<file path="config.mk">
export PLATFORM = sky130hd
export DESIGN_NAME = edac_bus_steer
export DESIGN_NICKNAME = d
export VERILOG_FILES = /design/src/rtl/edac_steer_pkg.sv /design/src/rtl/edac_code_core.sv /design/src/rtl/edac_port_ctrl.sv /design/src/rtl/edac_xfer_buf.sv /design/src/rtl/edac_bus_steer.sv
export SDC_FILE = /design/constraint.sdc
export NUM_CORES = 1
export LEC_CHECK = 0
export ABC_CLOCK_PERIOD_IN_PS = 7100
export BUFFER_PORTS_ARGS = -buffer_cell sky130_fd_sc_hd__buf_4
export CAP_MARGIN = 20
export CORE_ASPECT_RATIO = 1.5
export CORE_MARGIN = 2
export CORE_UTILIZATION = 40
export CTS_CLUSTER_SIZE = 14
export DETAILED_ROUTE_END_ITERATION = 6
export PLACE_DENSITY = 0.7
export SYNTH_ARGS = -nofsm -noshare
export SYNTH_HDL_FRONTEND = slang
export SYNTH_SLANG_ARGS = --single-unit
</file>
<file path="constraint.sdc">
create_clock -name clk -period 7.1 [get_ports clk]
set_input_delay 0.355 -clock clk [delete_from_list [all_inputs] [get_ports clk]]
set_output_delay 0.355 -clock clk [all_outputs]
set_load 0.01 [all_outputs]
</file>
<file path="src/rtl/edac_steer_pkg.sv">
package edac_steer_pkg;
  localparam int CHK_W     = 8;
  localparam int MAX_DATA_W = 56;  // weight-3 bytes available as columns

  typedef enum logic [2:0] {
    OP_IDLE, OP_MEM_WR, OP_MEM_RD, OP_BUF_WR, OP_BUF_RD
  } steer_op_e;

  function automatic int pop8(input logic [7:0] v);
    int n;
    n = 0;
    for (int k = 0; k < 8; k++) n += int'(v[k]);
    return n;
  endfunction

  // idx-th byte value (ascending) having exactly three ones
  function automatic logic [CHK_W-1:0] code_column(input int idx);
    int n;
    logic [CHK_W-1:0] r;
    n = 0;
    r = '0;
    for (int v = 0; v < 256; v++) begin
      if (pop8(8'(v)) == 3) begin
        if (n == idx) r = 8'(v);
        n++;
      end
    end
    return r;
  endfunction

  // data bits that feed check bit j
  function automatic logic [MAX_DATA_W-1:0] row_mask(input int j);
    logic [MAX_DATA_W-1:0] m;
    logic [CHK_W-1:0] c;
    for (int i = 0; i < MAX_DATA_W; i++) begin
      c = code_column(i);
      m[i] = c[j];
    end
    return m;
  endfunction
endpackage

</file>
<file path="src/rtl/edac_code_core.sv">
module edac_code_core
  import edac_steer_pkg::*;
#(
  parameter int DATA_W = 16
) (
  input  logic [DATA_W-1:0] wr_data,
  input  logic [DATA_W-1:0] rd_data,
  input  logic [CHK_W-1:0]  rd_chk,
  input  logic              correct_en,
  output logic [CHK_W-1:0]  gen_chk,
  output logic [CHK_W-1:0]  syndrome,
  output logic [DATA_W-1:0] fixed_data,
  output logic              err_corr,
  output logic              err_uncorr
);
  logic [CHK_W-1:0]  rd_gen;
  logic [DATA_W-1:0] hit;
  logic              chk_only;

  for (genvar j = 0; j < CHK_W; j++) begin : g_row
    localparam logic [MAX_DATA_W-1:0] MFULL = row_mask(j);
    assign gen_chk[j] = ^(wr_data & MFULL[DATA_W-1:0]);
    assign rd_gen[j]  = ^(rd_data & MFULL[DATA_W-1:0]);
  end

  assign syndrome = rd_chk ^ rd_gen;

  for (genvar i = 0; i < DATA_W; i++) begin : g_col
    localparam logic [CHK_W-1:0] COL = code_column(i);
    assign hit[i] = (syndrome == COL);
  end

  assign chk_only   = ($countones(syndrome) == 1);
  assign fixed_data = correct_en ? (rd_data ^ hit) : rd_data;
  assign err_corr   = (|hit) | chk_only;
  assign err_uncorr = (syndrome != '0) & ~err_corr;
endmodule

</file>
<file path="src/rtl/edac_port_ctrl.sv">
module edac_port_ctrl
  import edac_steer_pkg::*;
(
  input  logic      master_sel,
  input  logic      path_mem,
  input  logic      a_rw,
  input  logic      a_mem_n,
  input  logic      a_en_n,
  input  logic      b_rw,
  input  logic      b_mem_n,
  input  logic      b_en_n,
  output steer_op_e op,
  output logic      a_oe,
  output logic      b_oe,
  output logic      mem_oe
);
  logic m_rw, m_mem_n, m_en_n, rd_drive;

  assign m_rw    = master_sel ? b_rw    : a_rw;
  assign m_mem_n = master_sel ? b_mem_n : a_mem_n;
  assign m_en_n  = master_sel ? b_en_n  : a_en_n;

  always_comb begin
    if (m_mem_n)       op = OP_IDLE;
    else if (path_mem) op = m_rw ? OP_MEM_RD : OP_MEM_WR;
    else               op = m_rw ? OP_BUF_RD : OP_BUF_WR;
  end

  assign rd_drive = ((op == OP_MEM_RD) || (op == OP_BUF_RD)) && !m_en_n;
  assign a_oe     = rd_drive && !master_sel;
  assign b_oe     = rd_drive && master_sel;
  assign mem_oe   = (op == OP_MEM_WR);
endmodule

</file>
<file path="src/rtl/edac_xfer_buf.sv">
module edac_xfer_buf #(
  parameter int DATA_W = 16
) (
  input  logic              clk,
  input  logic              rst_n,
  input  logic              load,
  input  logic [DATA_W-1:0] din,
  output logic [DATA_W-1:0] q
);
  always_ff @(posedge clk or negedge rst_n) begin
    if (!rst_n)    q <= '0;
    else if (load) q <= din;
  end

  assert_buf_hold_R9: assert property (@(posedge clk) disable iff (!rst_n)
    !load |=> $stable(q));
  assert_buf_load_R9: assert property (@(posedge clk) disable iff (!rst_n)
    load |=> (q == $past(din)));
endmodule

</file>
<file path="src/rtl/edac_bus_steer.sv">
module edac_bus_steer
  import edac_steer_pkg::*;
#(
  parameter int DATA_W = 16
) (
  input  logic              clk,
  input  logic              rst_n,
  input  logic              master_sel,
  input  logic              path_mem,
  input  logic              correct_en,
  input  logic              diag_n,
  input  logic              a_rw,
  input  logic              a_mem_n,
  input  logic              a_en_n,
  input  logic [DATA_W-1:0] a_data_i,
  output logic [DATA_W-1:0] a_data_o,
  output logic              a_data_oe,
  input  logic              b_rw,
  input  logic              b_mem_n,
  input  logic              b_en_n,
  input  logic [DATA_W-1:0] b_data_i,
  output logic [DATA_W-1:0] b_data_o,
  output logic              b_data_oe,
  input  logic [DATA_W-1:0] mem_data_i,
  output logic [DATA_W-1:0] mem_data_o,
  output logic              mem_data_oe,
  input  logic [CHK_W-1:0]  mem_chk_i,
  output logic [CHK_W-1:0]  mem_chk_o,
  output logic              err_corr_o,
  output logic              err_uncorr_o
);
  steer_op_e         op;
  logic [DATA_W-1:0] wr_src, fixed, buf_q, rd_word, diag_word;
  logic [CHK_W-1:0]  syndrome;
  logic              core_corr, core_uncorr;

  edac_port_ctrl u_ctrl (
    .master_sel(master_sel), .path_mem(path_mem),
    .a_rw(a_rw), .a_mem_n(a_mem_n), .a_en_n(a_en_n),
    .b_rw(b_rw), .b_mem_n(b_mem_n), .b_en_n(b_en_n),
    .op(op), .a_oe(a_data_oe), .b_oe(b_data_oe), .mem_oe(mem_data_oe)
  );

  assign wr_src = master_sel ? b_data_i : a_data_i;

  edac_code_core #(.DATA_W(DATA_W)) u_core (
    .wr_data(wr_src), .rd_data(mem_data_i), .rd_chk(mem_chk_i),
    .correct_en(correct_en), .gen_chk(mem_chk_o), .syndrome(syndrome),
    .fixed_data(fixed), .err_corr(core_corr), .err_uncorr(core_uncorr)
  );

  edac_xfer_buf #(.DATA_W(DATA_W)) u_buf (
    .clk(clk), .rst_n(rst_n), .load(op == OP_BUF_WR),
    .din(wr_src), .q(buf_q)
  );

  assign diag_word = DATA_W'({syndrome, mem_chk_i});

  always_comb begin
    if (op == OP_BUF_RD) rd_word = buf_q;
    else if (!diag_n)    rd_word = diag_word;
    else                 rd_word = fixed;
  end

  assign a_data_o     = rd_word;
  assign b_data_o     = rd_word;
  assign mem_data_o   = wr_src;
  assign err_corr_o   = (op == OP_MEM_RD) && core_corr;
  assign err_uncorr_o = (op == OP_MEM_RD) && core_uncorr;

  assert_one_driver_R12: assert property (@(posedge clk) disable iff (!rst_n)
    !(mem_data_oe && (a_data_oe || b_data_oe)) && !(a_data_oe && b_data_oe));
  assert_mem_oe_path_R1: assert property (@(posedge clk) disable iff (!rst_n)
    mem_data_oe |-> path_mem);
  assert_listener_quiet_R2: assert property (@(posedge clk) disable iff (!rst_n)
    master_sel |-> !a_data_oe);
  assert_flag_excl_R7: assert property (@(posedge clk) disable iff (!rst_n)
    !(err_corr_o && err_uncorr_o));
  assert_flags_idle_R13: assert property (@(posedge clk) disable iff (!rst_n)
    !path_mem |-> (!err_corr_o && !err_uncorr_o));
endmodule

</file>
; Yosys cells after proc, flatten, opt, wreduce, memory -nomap -nowiden
; Cells that the tools add are included.
[totals]
ff_bits = 16
elab_cells = 67
inputBits = 68
out_inout_bits = 61
[op_classes]
bitwise = 5
n_reduce_logical = 22
muxes = 11
eq_ne = 21
add_sub_neg = 7
[op_table]
columns = op, count
row1 = $reduce_xor A16 Y1, 12
row2 = $mux W16, 4
row3 = $eq A8 B5 Y1 const B, 6
row4 = $eq A8 B6 Y1 const B, 6
row5 = $eq A8 B4 Y1 const B, 3
row6 = $reduce_or A16 Y1, 1
row7 = $xor A16 B16 Y16, 1
row8 = $mux W3, 3
row9 = $add A1 B1 Y2, 4
row10 = $eq A8 B3 Y1 const B, 1
row11 = $reduce_bool A8 Y1, 1
row12 = $xor A8 B6 Y8, 1
row13 = $add A2 B2 Y3, 2
row14 = $eq A3 B2 Y1 const B, 2
row15 = $logic_and A1 B1 Y1, 5
row16 = $add A3 B3 Y4, 1
row17 = $eq A4 B1 Y1 const B, 1
row18 = $eq A3 B1 Y1 const B, 1
row19 = $eq A3 B3 Y1 const B, 1
row20 = $mux W1, 3
row21 = $logic_not A1 Y1, 2
row22 = $mux W2, 1
row23 = $and A1 B1 Y1, 1
row24 = $logic_or A1 B1 Y1, 1
row25 = 2 further kinds, 2

; Depth between registers and ports, before layout
; Gate-level depths: netlist of run 1.
[depth]
ltp_word = 10
mapped_depth = 17

; Cells and area by module
; Synthesis of run 1 repeated with hierarchy kept, for this count alone.
[unflattened]
cells_unflattened = 293
area_unflattened_um2 = 2919.0
[by_module_without_submodules]
columns = mod, cells_per_inst, n_inst, area_per_inst_um2, seq_area_each_um2
row1 = edac_code_core, 169, 1, 1365.1, 0.0
row2 = edac_bus_steer, 74, 1, 792.0, 0.0
row3 = edac_xfer_buf, 34, 1, 649.4, 400.4
row4 = edac_port_ctrl, 16, 1, 112.6, 0.0

; Worst setup path after synthesis of run 1
; No wires, ideal clock.
[synth_timing]
kind = input -> output
startpoint = input port mem_data_i[1]
endpoint = output port err_corr_o
t_required_ns = 6.745
setup_slack_ns = 2.359
cell_stages = 16
arrival_ns = 4.386
cell_sequence = xnor2_1 xnor3_2 xor2_2 fa_1 inv_1 fa_1 inv_1 fa_1 inv_1 ha_1 inv_1 fa_1 a2111oi_0 a21oi_1 o22a_1 a31oi_1
[synth_via]
elab_chain_cells = 8
word_cells_on_any_way = 28
[synth_rtl]
columns = item, line
row1 = start: declaration, edac_bus_steer.sv:24  ; input logic [DATA_W-1:0] mem_data_i,
row2 = $reduce_xor A16 Y1, edac_code_core.sv:23  ; assign rd_gen[j] = ^(rd_data & MFULL[DATA_W-1:0]);
row3 = $xor A8 B6 Y8 (*), edac_code_core.sv:26  ; assign syndrome = rd_chk ^ rd_gen;
row4 = $add A1 B1 Y2 (implied by the code), edac_code_core.sv:33  ; assign chk_only = ($countones(syndrome) == 1);
row5 = $add A2 B2 Y3 (implied by the code), edac_code_core.sv:33
row6 = $add A3 B3 Y4 (implied by the code), edac_code_core.sv:33
row7 = $eq A4 B1 Y1, edac_code_core.sv:33
row8 = $or A1 B1 Y1 (*), edac_code_core.sv:35  ; assign err_corr = (|hit) | chk_only;
row9 = $logic_and A1 B1 Y1 (*), edac_bus_steer.sv:68  ; assign err_corr_o = (op == OP_MEM_RD) && core_corr;
row10 = end: declaration, edac_bus_steer.sv:29  ; output logic err_corr_o,
; Mark *: on every way between the ends. The rest lies on a longest branch, timed or not.

; Final worst setup path of run 1
[layout_timing]
startpoint = input port mem_data_i[1]
endpoint = output port err_uncorr_o
[layout_via]
elab_chain_cells = 10
word_cells_on_any_way = 31
[layout_rtl]
columns = item, line
row1 = $reduce_xor A16 Y1, edac_code_core.sv:23
row2 = $xor A8 B6 Y8 (*), edac_code_core.sv:26
row3 = $add A1 B1 Y2 (implied by the code), edac_code_core.sv:33
row4 = $add A2 B2 Y3 (implied by the code), edac_code_core.sv:33
row5 = $add A3 B3 Y4 (implied by the code), edac_code_core.sv:33
row6 = $eq A4 B1 Y1, edac_code_core.sv:33
row7 = $or A1 B1 Y1, edac_code_core.sv:35
row8 = $not A1 Y1, edac_code_core.sv:36  ; assign err_uncorr = (syndrome != '0) & ~err_corr;
row9 = $and A1 B1 Y1 (*), edac_code_core.sv:36
row10 = $logic_and A1 B1 Y1 (*), edac_bus_steer.sv:69  ; assign err_uncorr_o = (op == OP_MEM_RD) && core_uncorr;
row11 = end: declaration, edac_bus_steer.sv:30  ; output logic err_uncorr_o
; Marks and branches as above.

==> summary.md, run 1 <==
| Metric | Value |
|---|---|
| Run status | finished clean |
| Post-synth EDFFs | 0 |
| CTS Buf Count | 3 |
| Most used DFF post-synth | dfrtp_1 |
| Power per Cell Area | 241 nW/um^2 |
| Post-synth cell types | 53 |
| CTS root buffer | clkbuf_8 |
| Die W | 71.5 um |
| Routability cong. | 0.921 |
| Initial cell density of the core | 41.6% |
| Pre-Repair DR Iteration Count | 4 |
| Critical path required time | 6.74 ns |
| Clock buffer depth | 2 |
| Die height | 105 um |
| DRC violations left | 0 |
| Die area | 7530 um^2 |
| Max FO, Critical Path | 10 |
| Total power | 0.883 mW |
| Row Count | 36 |
| Layout cell share with drive strength beyond 1 | 34.5% |
| # nets final | 510 |
| Post-synthesis simple-gate area fraction | 15.7% |
| Actual slew at the worst max-slew pin | 0.890 ns |
| Drt wl/cell | 15.7 um |
| Worst setup EP type | primary output |
| Pin count of the biggest net entering global routing | 33 |
| MaxCap Viol Count | 0 |
| Register area share after synthesis | 14.6% |
| Max-slew headroom | 40.7% |
| CTS Hold Bufs | 1 |
| Critical Path AT | 4.99 ns |
| CTS resizes | 0 |
| Clock Pin Slew Worst Setup and Hold Paths | 0.06 ns |
| Maximum clock frequency | 0.187 GHz |
| Max reg flops | 16 |
| Period minus WS final | 5.34 ns |
| Xor and xnor area share after synthesis | 32.4% |
| Vias per inst | 5.18 |
| Setup TNS | 0 ns |
| Syn Inst Count | 330 |
| Core area | 6580 um^2 |
| Final setup viols | 0 |
| Final wirelength | 7.97 mm |
| Final Hold Fails | 0 |
| Final period util | 75.2% |
| H-tree Lvls | 1 |
| Syn_area_per_cell | 8.29 um^2 |
| Grt ovf | 0 |
| Vias | 2630 |
| Startpoint types | input port |
| HPWL after DPL | 6.83 mm |
| Initial antenna violation count | 0 |
| Largest family of logic cells by synthesized area | XOR/XNOR gates |
| Fin. max-slew vios | 0 |
| First-pass GRT wire length | 12.5 mm |
| Clock sinks | 16 |
| Hold Path Class | reg2reg |
| Leak | 1.79 nW |
| Area growth syn-to-layout | 33.8% |
| Number of I/O pins | 129 |
| Setup clock skew after layout | 0 ns |
| Compound-Gate Fraction of Synth Area | 13.5% |
| Adder-cell area share of the yosys netlist | 5.22% |
| First DRT Iteration DRCs | 125 |
| Crit Path Class | in2out |
| Antenna cell count | 0 |
| FFs w/ async S/R, synth | 100% |
| Post-CTS setup buffers | 0 |
| Top-area cell type share of the netlist area | 15.7% |
| CTS tree | done |
| Final core utilization | 55.7% |
| IR drop worst, VDD | 0.000134 V |
| Unrepaired setup endpoints after global routing | false |
| I/O Buffers | 126 |
| Mapped Area | 2740 um^2 |
| Synthesis warning total | 0 |
| Main area contributors after synthesis | xnor2_1 (16%), dfrtp_1 (15%), mux2i_1 (6.6%) |
| Synth Register Bits | 16 |
| Post-synthesis mux area share | 7.41% |
| Total track usage | 20.6% |
| Number of global-route vias before repair | 2595 |
| Routed Antenna Nets | 0 |
| Leading area contributor after synthesis | xnor2_1 |
| Top flop regs | u_buf.q (16) |
| Clock latency on the worst-skew pair | 0.24 ns |
| Top reg by flops | u_buf.q |
-- worst max-delay path, cell delays in order --
cell       delay, ns
buf_4           0.13
xnor2_1         0.26
xnor3_2         0.57
xor2_2          0.50
fa_1            0.51
inv_1           0.09
fa_1            0.38
inv_1           0.09
fa_1            0.38
inv_1           0.07
ha_1            0.16
inv_1           0.05
fa_1            0.37
a2111oi_0       0.43
a21oi_1         0.09
o22a_1          0.21
and4_1          0.20
buf_4           0.14
-- kinds of logic (layout without fill, tap and decap cells) --
logic type	Yosys count	after routing
buffers and inverters	61	162
DFF	16	16
and+or+nand+nor	82	82
muxes	20	20
adders and majority gates	9	9
xor gates and xnor gates	81	81
AOI/OAI and AO/OA	60	60
other	1	2
-- Yosys cell counts (all sizes together), types with 2 or more instances --
library cell / number
and2: 2
xnor2: 50
a311oi: 2
a22oi: 2
clkbuf: 8
dfrtp: 16
a31oi: 2
nand2: 30
nor3b: 2
xnor3: 8
mux2: 2
a21oi: 14
ha: 5
o31ai: 2
nor3: 6
buf: 22
fa: 4
nor4: 3
nand2b: 3
inv: 31
and4: 2
o21ai: 28
a221oi: 2
and3: 12
nand3: 10
nor2: 9
mux2i: 18
xor2: 22
-- cell type report --
cell class	count	area (um^2)
tap	76	95.1
timing repair buffer	127	956
clock buffer	4	55.1
multi-input combinational	254	2040
inverter	31	116
sequential	16	400
fill	618	2920
-- path summary, 6_finish.rpt --
path / slack (ns) / to / startpoint / cells after the start
setup / recovery: 1.76 / err_uncorr_o / mem_data_i[1] / 18
hold / removal: 0.48 / u_buf.q[6] / u_buf.q[6] / 2
setup reg to reg: 6.38 / u_buf.q[11] / u_buf.q[11] / 2
hold reg to reg: 0.48 / u_buf.q[6] / u_buf.q[6] / 2
max in group asynchronous: 6.42 / u_buf.q[10] / rst_n / 2
min in group asynchronous: 0.51 / u_buf.q[1] / rst_n / 2
-- through the flow --
step	hold WS [ns]	setup slack (ns)	area (um^2)	instances
3_3_place_gp	0.217	1.94	3590	503
5_1_grt	0.508	1.47	3660	508
2_1_floorplan	0.0594	2.36	2740	331
4_1_cts	0.481	1.79	3660	508
6_report	0.478	1.76	3660	508
3_5_place_dp	0.218	1.81	3590	503
-- cells in the final DEF (no fill, tap or decap), drive strengths merged, types with 10 or more instances in the layout --
cell type and instances:
nand3 10, mux2i 18, inv 31, dfrtp 16, a21oi 14, and3 12, nand2 30, xnor2 50
xor2 22, o21ai 28, buf 126
-- power by group --
part	internal, mW	total, mW	switching, mW	leakage [nW]
combinational	0.307	0.672	0.365	1.56
sequential	0.120	0.135	0.0154	0.200
clock	0.0490	0.0763	0.0273	0.0288
-- routing by layer --
layer  part of all wire, %  wire (um)  vias to the layer above  track usage, %
li1                      -          -                     1299               -
met1                    36       2900                     1232            22.1
met2                    57       4540                       91            41.7
met3                   5.3        419                        8            1.72
met4                   1.3        107                        0            4.85
met5                     0          0                        -               0
Note: power is estimated with default switching activity, not from simulation.
==> run 2, diff against run 1 <==
--- a/config.mk
+++ b/config.mk
@@ -5,7 +5,7 @@
 export SDC_FILE = /design/constraint.sdc
 export NUM_CORES = 1
 export LEC_CHECK = 0
-export ABC_CLOCK_PERIOD_IN_PS = 7100
+export ABC_CLOCK_PERIOD_IN_PS = 4550
 export BUFFER_PORTS_ARGS = -buffer_cell sky130_fd_sc_hd__buf_4
 export CAP_MARGIN = 20
 export CORE_ASPECT_RATIO = 1.5
@@ -13,7 +13,7 @@
 export CORE_UTILIZATION = 40
 export CTS_CLUSTER_SIZE = 14
 export DETAILED_ROUTE_END_ITERATION = 6
-export PLACE_DENSITY = 0.7
+export PLACE_DENSITY = 0.73
 export SYNTH_ARGS = -nofsm -noshare
 export SYNTH_HDL_FRONTEND = slang
 export SYNTH_SLANG_ARGS = --single-unit
==> constraint.sdc (replaced) <==
create_clock -name clk -period 4.55 [get_ports clk]
set_input_delay 0.2275 -clock clk [delete_from_list [all_inputs] [get_ports clk]]
set_output_delay 0.2275 -clock clk [all_outputs]
set_load 0.01 [all_outputs]
==> run 2 against run 1 <==
Sequential power rose by 56%. Register-to-register slack worse by 2.5 ns. Sequential cell count stayed put. Die area did not move. Clock skew unchanged. Total power increased by 69%. Worst hold slack got worse by 0.090 ns. Count of clock-buffer cells in the layout shrank 1. Core utilization increased by 1.8 points. Final area grew 3.1%. Sequential share of layout area decreased by 0.33 points. Highest routed layer unchanged.
==> summary.md, run 2 (synthesis results as in run 1) <==
| Metric | Value |
|---|---|
| Grt ovf | 0 |
| Final setup viols | 0 |
| Clock Pin Slew Worst Setup and Hold Paths | 0.05 ns |
| Core area | 6580 um^2 |
| First-pass GRT wire length | 12.8 mm |
| H-tree Lvls | 1 |
| Die W | 71.5 um |
| Row Count | 36 |
| Psw | 0.684 mW |
| Critical path required time | 4.32 ns |
| Worst setup EP type | primary output |
| Die height | 105 um |
| Internal power | 0.809 mW |
| CP cell instances | buf_4, xnor2_2, xnor3_2, xor2_2, fa_1, inv_2, fa_1, inv_2, fa_1, inv_1, ha_2, inv_2, fa_2, a2111oi_4, a21oi_1, o22a_1, and4_1, buf_4 |
| Fillers | 594 |
| Total power | 1.49 mW |
| CTS root buffer | clkbuf_8 |
| Final core utilization | 57.4% |
| Setup TNS | 0 ns |
| Max-slew headroom | 39.6% |
| Layout cell share with drive strength beyond 1 | 37.9% |
| Top flop regs | u_buf.q (16) |
| CTS Buf Count | 3 |
| Sw Share | 45.8% |
| Max reg flops | 16 |
| Die area | 7530 um^2 |
| Vias | 2686 |
| I/O Buffers | 126 |
| Final wirelength | 8.24 mm |
| CP max stage cell | fa_1 |
| Final period util | 96.0% |
| Critical Path AT | 4.14 ns |
| Clock share of power | 6.7% |
| Number of I/O pins | 129 |
| Total track usage | 21.5% |
| Number of global-route vias before repair | 2649 |
| CTS tree | done |
| Commonest non-fill, non-tap cell in the layout | buf_4 |
| Actual slew at the worst max-slew pin | 0.905 ns |
| Register share of total power | 14.1% |
| Routability cong. | 0.918 |
| Bufs and invs on worst path | 6 |
| MaxCap Viol Count | 0 |
| Power per Cell Area | 395 nW/um^2 |
| # nets final | 522 |
| DP Cell Count | 514 |
| Drt wl/cell | 15.9 um |
| Setup WS pre-CTS | -0.159 ns |
| Design Area, Final | 3770 um^2 |
| Routed Antenna Nets | 0 |
| Initial antenna violation count | 0 |
| Final Non-Filler Cells | 519 |
| Crit Path Class | in2out |
| Leak | 1.85 nW |
| Clock latency on the worst-skew pair | 0.24 ns |
| Initial cell density of the core | 41.6% |
| Area growth syn-to-layout | 38.0% |
| HPWL after DPL | 7.13 mm |
| Setup ws final | 0.180 ns |
| Fin. max-slew vios | 0 |
| Period minus WS final | 4.37 ns |
| CP top delay family | adder cells |
| Run status | finished clean |
| Final Hold Fails | 0 |
| Vias per inst | 5.18 |
| Pre-Repair DR Iteration Count | 4 |
| IR drop worst, VDD | 0.000207 V |
| Startpoint types | input port |
| Max FO, Critical Path | 3 |
| Hold slack | 0.388 ns |
| Dpl cell area | 3680 um^2 |
| Pin count of the biggest net entering global routing | 33 |
| Top reg by flops | u_buf.q |
| First DRT Iteration DRCs | 75 |
| Power share of the combinational group | 79.2% |
| DRC violations left | 0 |
| Clock sinks | 16 |
| Antenna cell count | 0 |
| Setup clock skew after layout | 0 ns |
| Clock buffer depth | 2 |
| Maximum clock frequency | 0.229 GHz |
| Most frequent cells in the layout | buf_4 (138), xnor2_1 (47), nand2_1 (30) |
| Hold Path Class | in2async |
| CP peak stage delay | 0.55 ns |
==> run 2: metal layers <==
layer	share of wire [%]	global-route usage, %	vias up
li1	-	-	1323
met1	35	22.5	1239
met2	57	42.5	110
met3	5.6	2.87	14
met4	2.5	6.47	0
met5	0	0	-
==> run 2: worst paths after layout <==
path	slack (ns)	end	cells after the start	startpoint
max in group asynchronous	3.99	u_buf.q[12]	2	rst_n
hold reg to reg	0.48	u_buf.q[6]	2	u_buf.q[6]
hold / removal	0.39	u_buf.q[2]	2	rst_n
min in group clk	0.40	u_buf.q[2]	3	a_data_i[2]
setup reg to reg	3.85	u_buf.q[13]	2	u_buf.q[13]
setup / recovery	0.18	err_uncorr_o	18	mem_data_i[4]
==> run 2: repair_timing <==
item / in CTS / in global routing
endpoints found under the hold margin: 16 / 0
pin swaps: 1 / 8
setup buffers: 1 / 0
gates resized for setup: 5 / 5
hold buffers: 1 / 0
endpoints found under the setup margin: 2 / 2
==> run 2: power groups by stage <==
stage	combinational, mW	clock, mW	sequential [mW]
4_1_cts	1.15	0.102	0.211
6_report	1.18	0.100	0.211
5_1_grt	1.30	0.108	0.215
2_1_floorplan	0.734	0	0.205
3_3_place_gp	1.05	0	0.211
3_5_place_dp	1.09	0	0.213
==> run 2: layout make-up <==
cell class / count / area [um^2] / share of cell area (%)
Multi-Input combinational cell: 254 / 2080 / 55.0
Timing Repair Buffer: 139 / 1050 / 27.7
Sequential cell: 16 / 400 / 10.6
Inverter: 31 / 116 / 3.08
Tap cell: 76 / 95.1 / 2.52
Clock buffer: 3 / 41.3 / 1.09
==> run 3, diff against run 2 <==
--- a/config.mk
+++ b/config.mk
@@ -13,7 +13,7 @@
 export CORE_UTILIZATION = 40
 export CTS_CLUSTER_SIZE = 14
 export DETAILED_ROUTE_END_ITERATION = 6
-export PLACE_DENSITY = 0.73
+export PLACE_DENSITY = 0.72
 export SYNTH_ARGS = -nofsm -noshare
 export SYNTH_HDL_FRONTEND = slang
 export SYNTH_SLANG_ARGS = --single-unit
==> run 3 against run 2 <==
Via count fell by 1.0%. Combinational power barely moved. Worst hold slack got worse by 0.0033 ns. Global-route usage fell by 0.060 points. Setup slack got worse by 0.064 ns. Count of clock-buffer cells in the layout rose by 1. First-iteration DRC count fell by 5.3%. Final area rose by 1.7%. Clock power rose by 19%. Highest routed layer unchanged. Non-clock buffer count rose by 1. Fmax fell by 1.4%.
==> summary.md, run 3 (synthesis results as in run 1) <==
| Metric | Value |
|---|---|
| Run status | finished clean |
| CP peak stage delay | 0.55 ns |
| Top reg by flops | u_buf.q |
| Setup TNS | 0 ns |
| Routability cong. | 0.929 |
| # nets final | 523 |
| Power per Cell Area | 399 nW/um^2 |
| Clock Pin Slew Worst Setup and Hold Paths | 0.06 ns |
| Pin count of the biggest net entering global routing | 33 |
| Row Count | 36 |
| Initial antenna violation count | 0 |
| Most frequent cells in the layout | buf_4 (136), xnor2_1 (45), nand2_1 (30) |
| R2r worst-path depth | 2 |
| Final period util | 97.5% |
| Max-slew headroom | 39.6% |
| Die W | 71.5 um |
| Area growth syn-to-layout | 40.3% |
| I/O Buffers | 126 |
| Number of global-route vias before repair | 2690 |
| Maximum clock frequency | 0.226 GHz |
| Worst setup EP type | primary output |
| CP cell instances | buf_8, xnor2_4, xnor3_2, xor2_2, fa_1, inv_2, fa_1, inv_2, fa_1, inv_1, ha_2, inv_2, fa_2, a2111oi_4, a21oi_1, o22a_1, and4_1, buf_6 |
| CTS tree | done |
| Leak | 1.88 nW |
| CP max stage cell | fa_1 |
| CTS root buffer | clkbuf_8 |
| Crit Path Class | in2out |
| Critical Path AT | 4.21 ns |
| CTS Buf Count | 3 |
| Fin. max-slew vios | 0 |
| Total track usage | 21.4% |
| Top flop regs | u_buf.q (16) |
| MaxCap Viol Count | 0 |
| Clock latency on the worst-skew pair | 0.24 ns |
| Antenna cell count | 0 |
| Unrepaired setup endpoints after global routing | true |
| Clock buffer depth | 2 |
| Startpoint types | input port |
| Clock sinks | 16 |
| Setup clock skew after layout | 0 ns |
| Initial cell density of the core | 41.6% |
| IR drop worst, VDD | 0.000213 V |
| Final Hold Fails | 0 |
| CP top delay family | adder cells |
| H-tree Lvls | 1 |
| Final wirelength | 8.12 mm |
| Vias per inst | 5.10 |
| Layout cell share with drive strength beyond 1 | 38.7% |
| Total power | 1.53 mW |
| Period minus WS final | 4.43 ns |
| R2r setup slk | 3.85 ns |
| First DRT Iteration DRCs | 71 |
| Core area | 6580 um^2 |
| Worst setup path start | mem_data_i[8] |
| Max FO, Critical Path | 2 |
| DRC violations left | 0 |
| Drt wl/cell | 15.6 um |
| Grt ovf | 0 |
| R2r startpoint | u_buf.q[0] |
| Vias | 2659 |
| Die area | 7530 um^2 |
| Pre-Repair DR Iteration Count | 5 |
| Actual slew at the worst max-slew pin | 0.906 ns |
| Bufs and invs on worst path | 6 |
| Hold Path Class | in2async |
| Die height | 105 um |
| Routed Antenna Nets | 0 |
| First-pass GRT wire length | 12.9 mm |
| Commonest non-fill, non-tap cell in the layout | buf_4 |
| Fillers | 634 |
| Critical path required time | 4.32 ns |
| HPWL after DPL | 7.05 mm |
| Final setup viols | 0 |
| R2R Path End | u_buf.q[0] |
| Number of I/O pins | 129 |
| Max reg flops | 16 |
run 3: cell types whose count changed in the layout (fill, tap and decap cells not counted):
cell / delta
buf_8: +1
buf_6: +2
clkbuf_8: +1
xnor2_1: -2
buf_4: -2
xnor2_4: +1
xnor2_2: +1
run 3: layer usage:
metal	part of all wire, %	vias up	GRT usage (%)
li1	-	1326	-
met1	36	1239	22.3
met2	58	80	43.5
met3	3.8	14	1.91
met4	2.3	0	5.93
met5	0	-	0
run 3: power breakdown:
group          total [mW]  internal (mW)  leakage, nW  switching (mW)
combinational        1.20          0.574         1.65           0.630
clock               0.119         0.0765       0.0288          0.0422
sequential          0.209          0.187        0.200          0.0223
run 3: layout make-up:
cell class | instances | area (um^2) | area share (%)
repair buffers | 140 | 1070 | 27.8
well taps | 76 | 95.1 | 2.48
clock buffers | 4 | 55.1 | 1.43
flip-flops and latches | 16 | 400 | 10.4
inverters | 31 | 116 | 3.03
multi-input cells | 254 | 2100 | 54.8
run 3: what timing repair did:
action	CTS	global route
hold buffers	1	0
setup endpoints to repair	2	2
resized for setup	7	10
setup buffers	1	1
endpoints found under the hold margin	16	0
pin swaps	4	10
run 3: how the worst max path moves through the flow:
stage	depth (start not counted)	slack, ns	to
6_report	18	0.12	err_uncorr_o
5_1_grt	18	-0.05	err_uncorr_o
4_1_cts	18	0.08	err_uncorr_o
3_5_place_dp	18	-0.29	err_uncorr_o
3_3_place_gp	18	-0.17	err_uncorr_o
2_1_floorplan	16	0.06	err_corr_o
run 3: worst register-to-register path, stage by stage, from the launching register on:
cell     delay (ns)
dfrtp_1        0.38
nand2_1        0.06
o21ai_0        0.10
run 3: stage by stage:
step                instance area, um^2  worst slack (ns)  util, %  instances  hold WS (ns)
floorplan                          2740            0.0640        -        331       -0.0681
detailed placement                 3680            -0.290     55.9        514        0.0896
global placement                   3680            -0.173     55.9        514        0.0895
global route                       3840           -0.0522     58.4        521         0.392
CTS                                3790            0.0817     57.6        520         0.379
finish                             3840             0.116     58.4        521         0.384
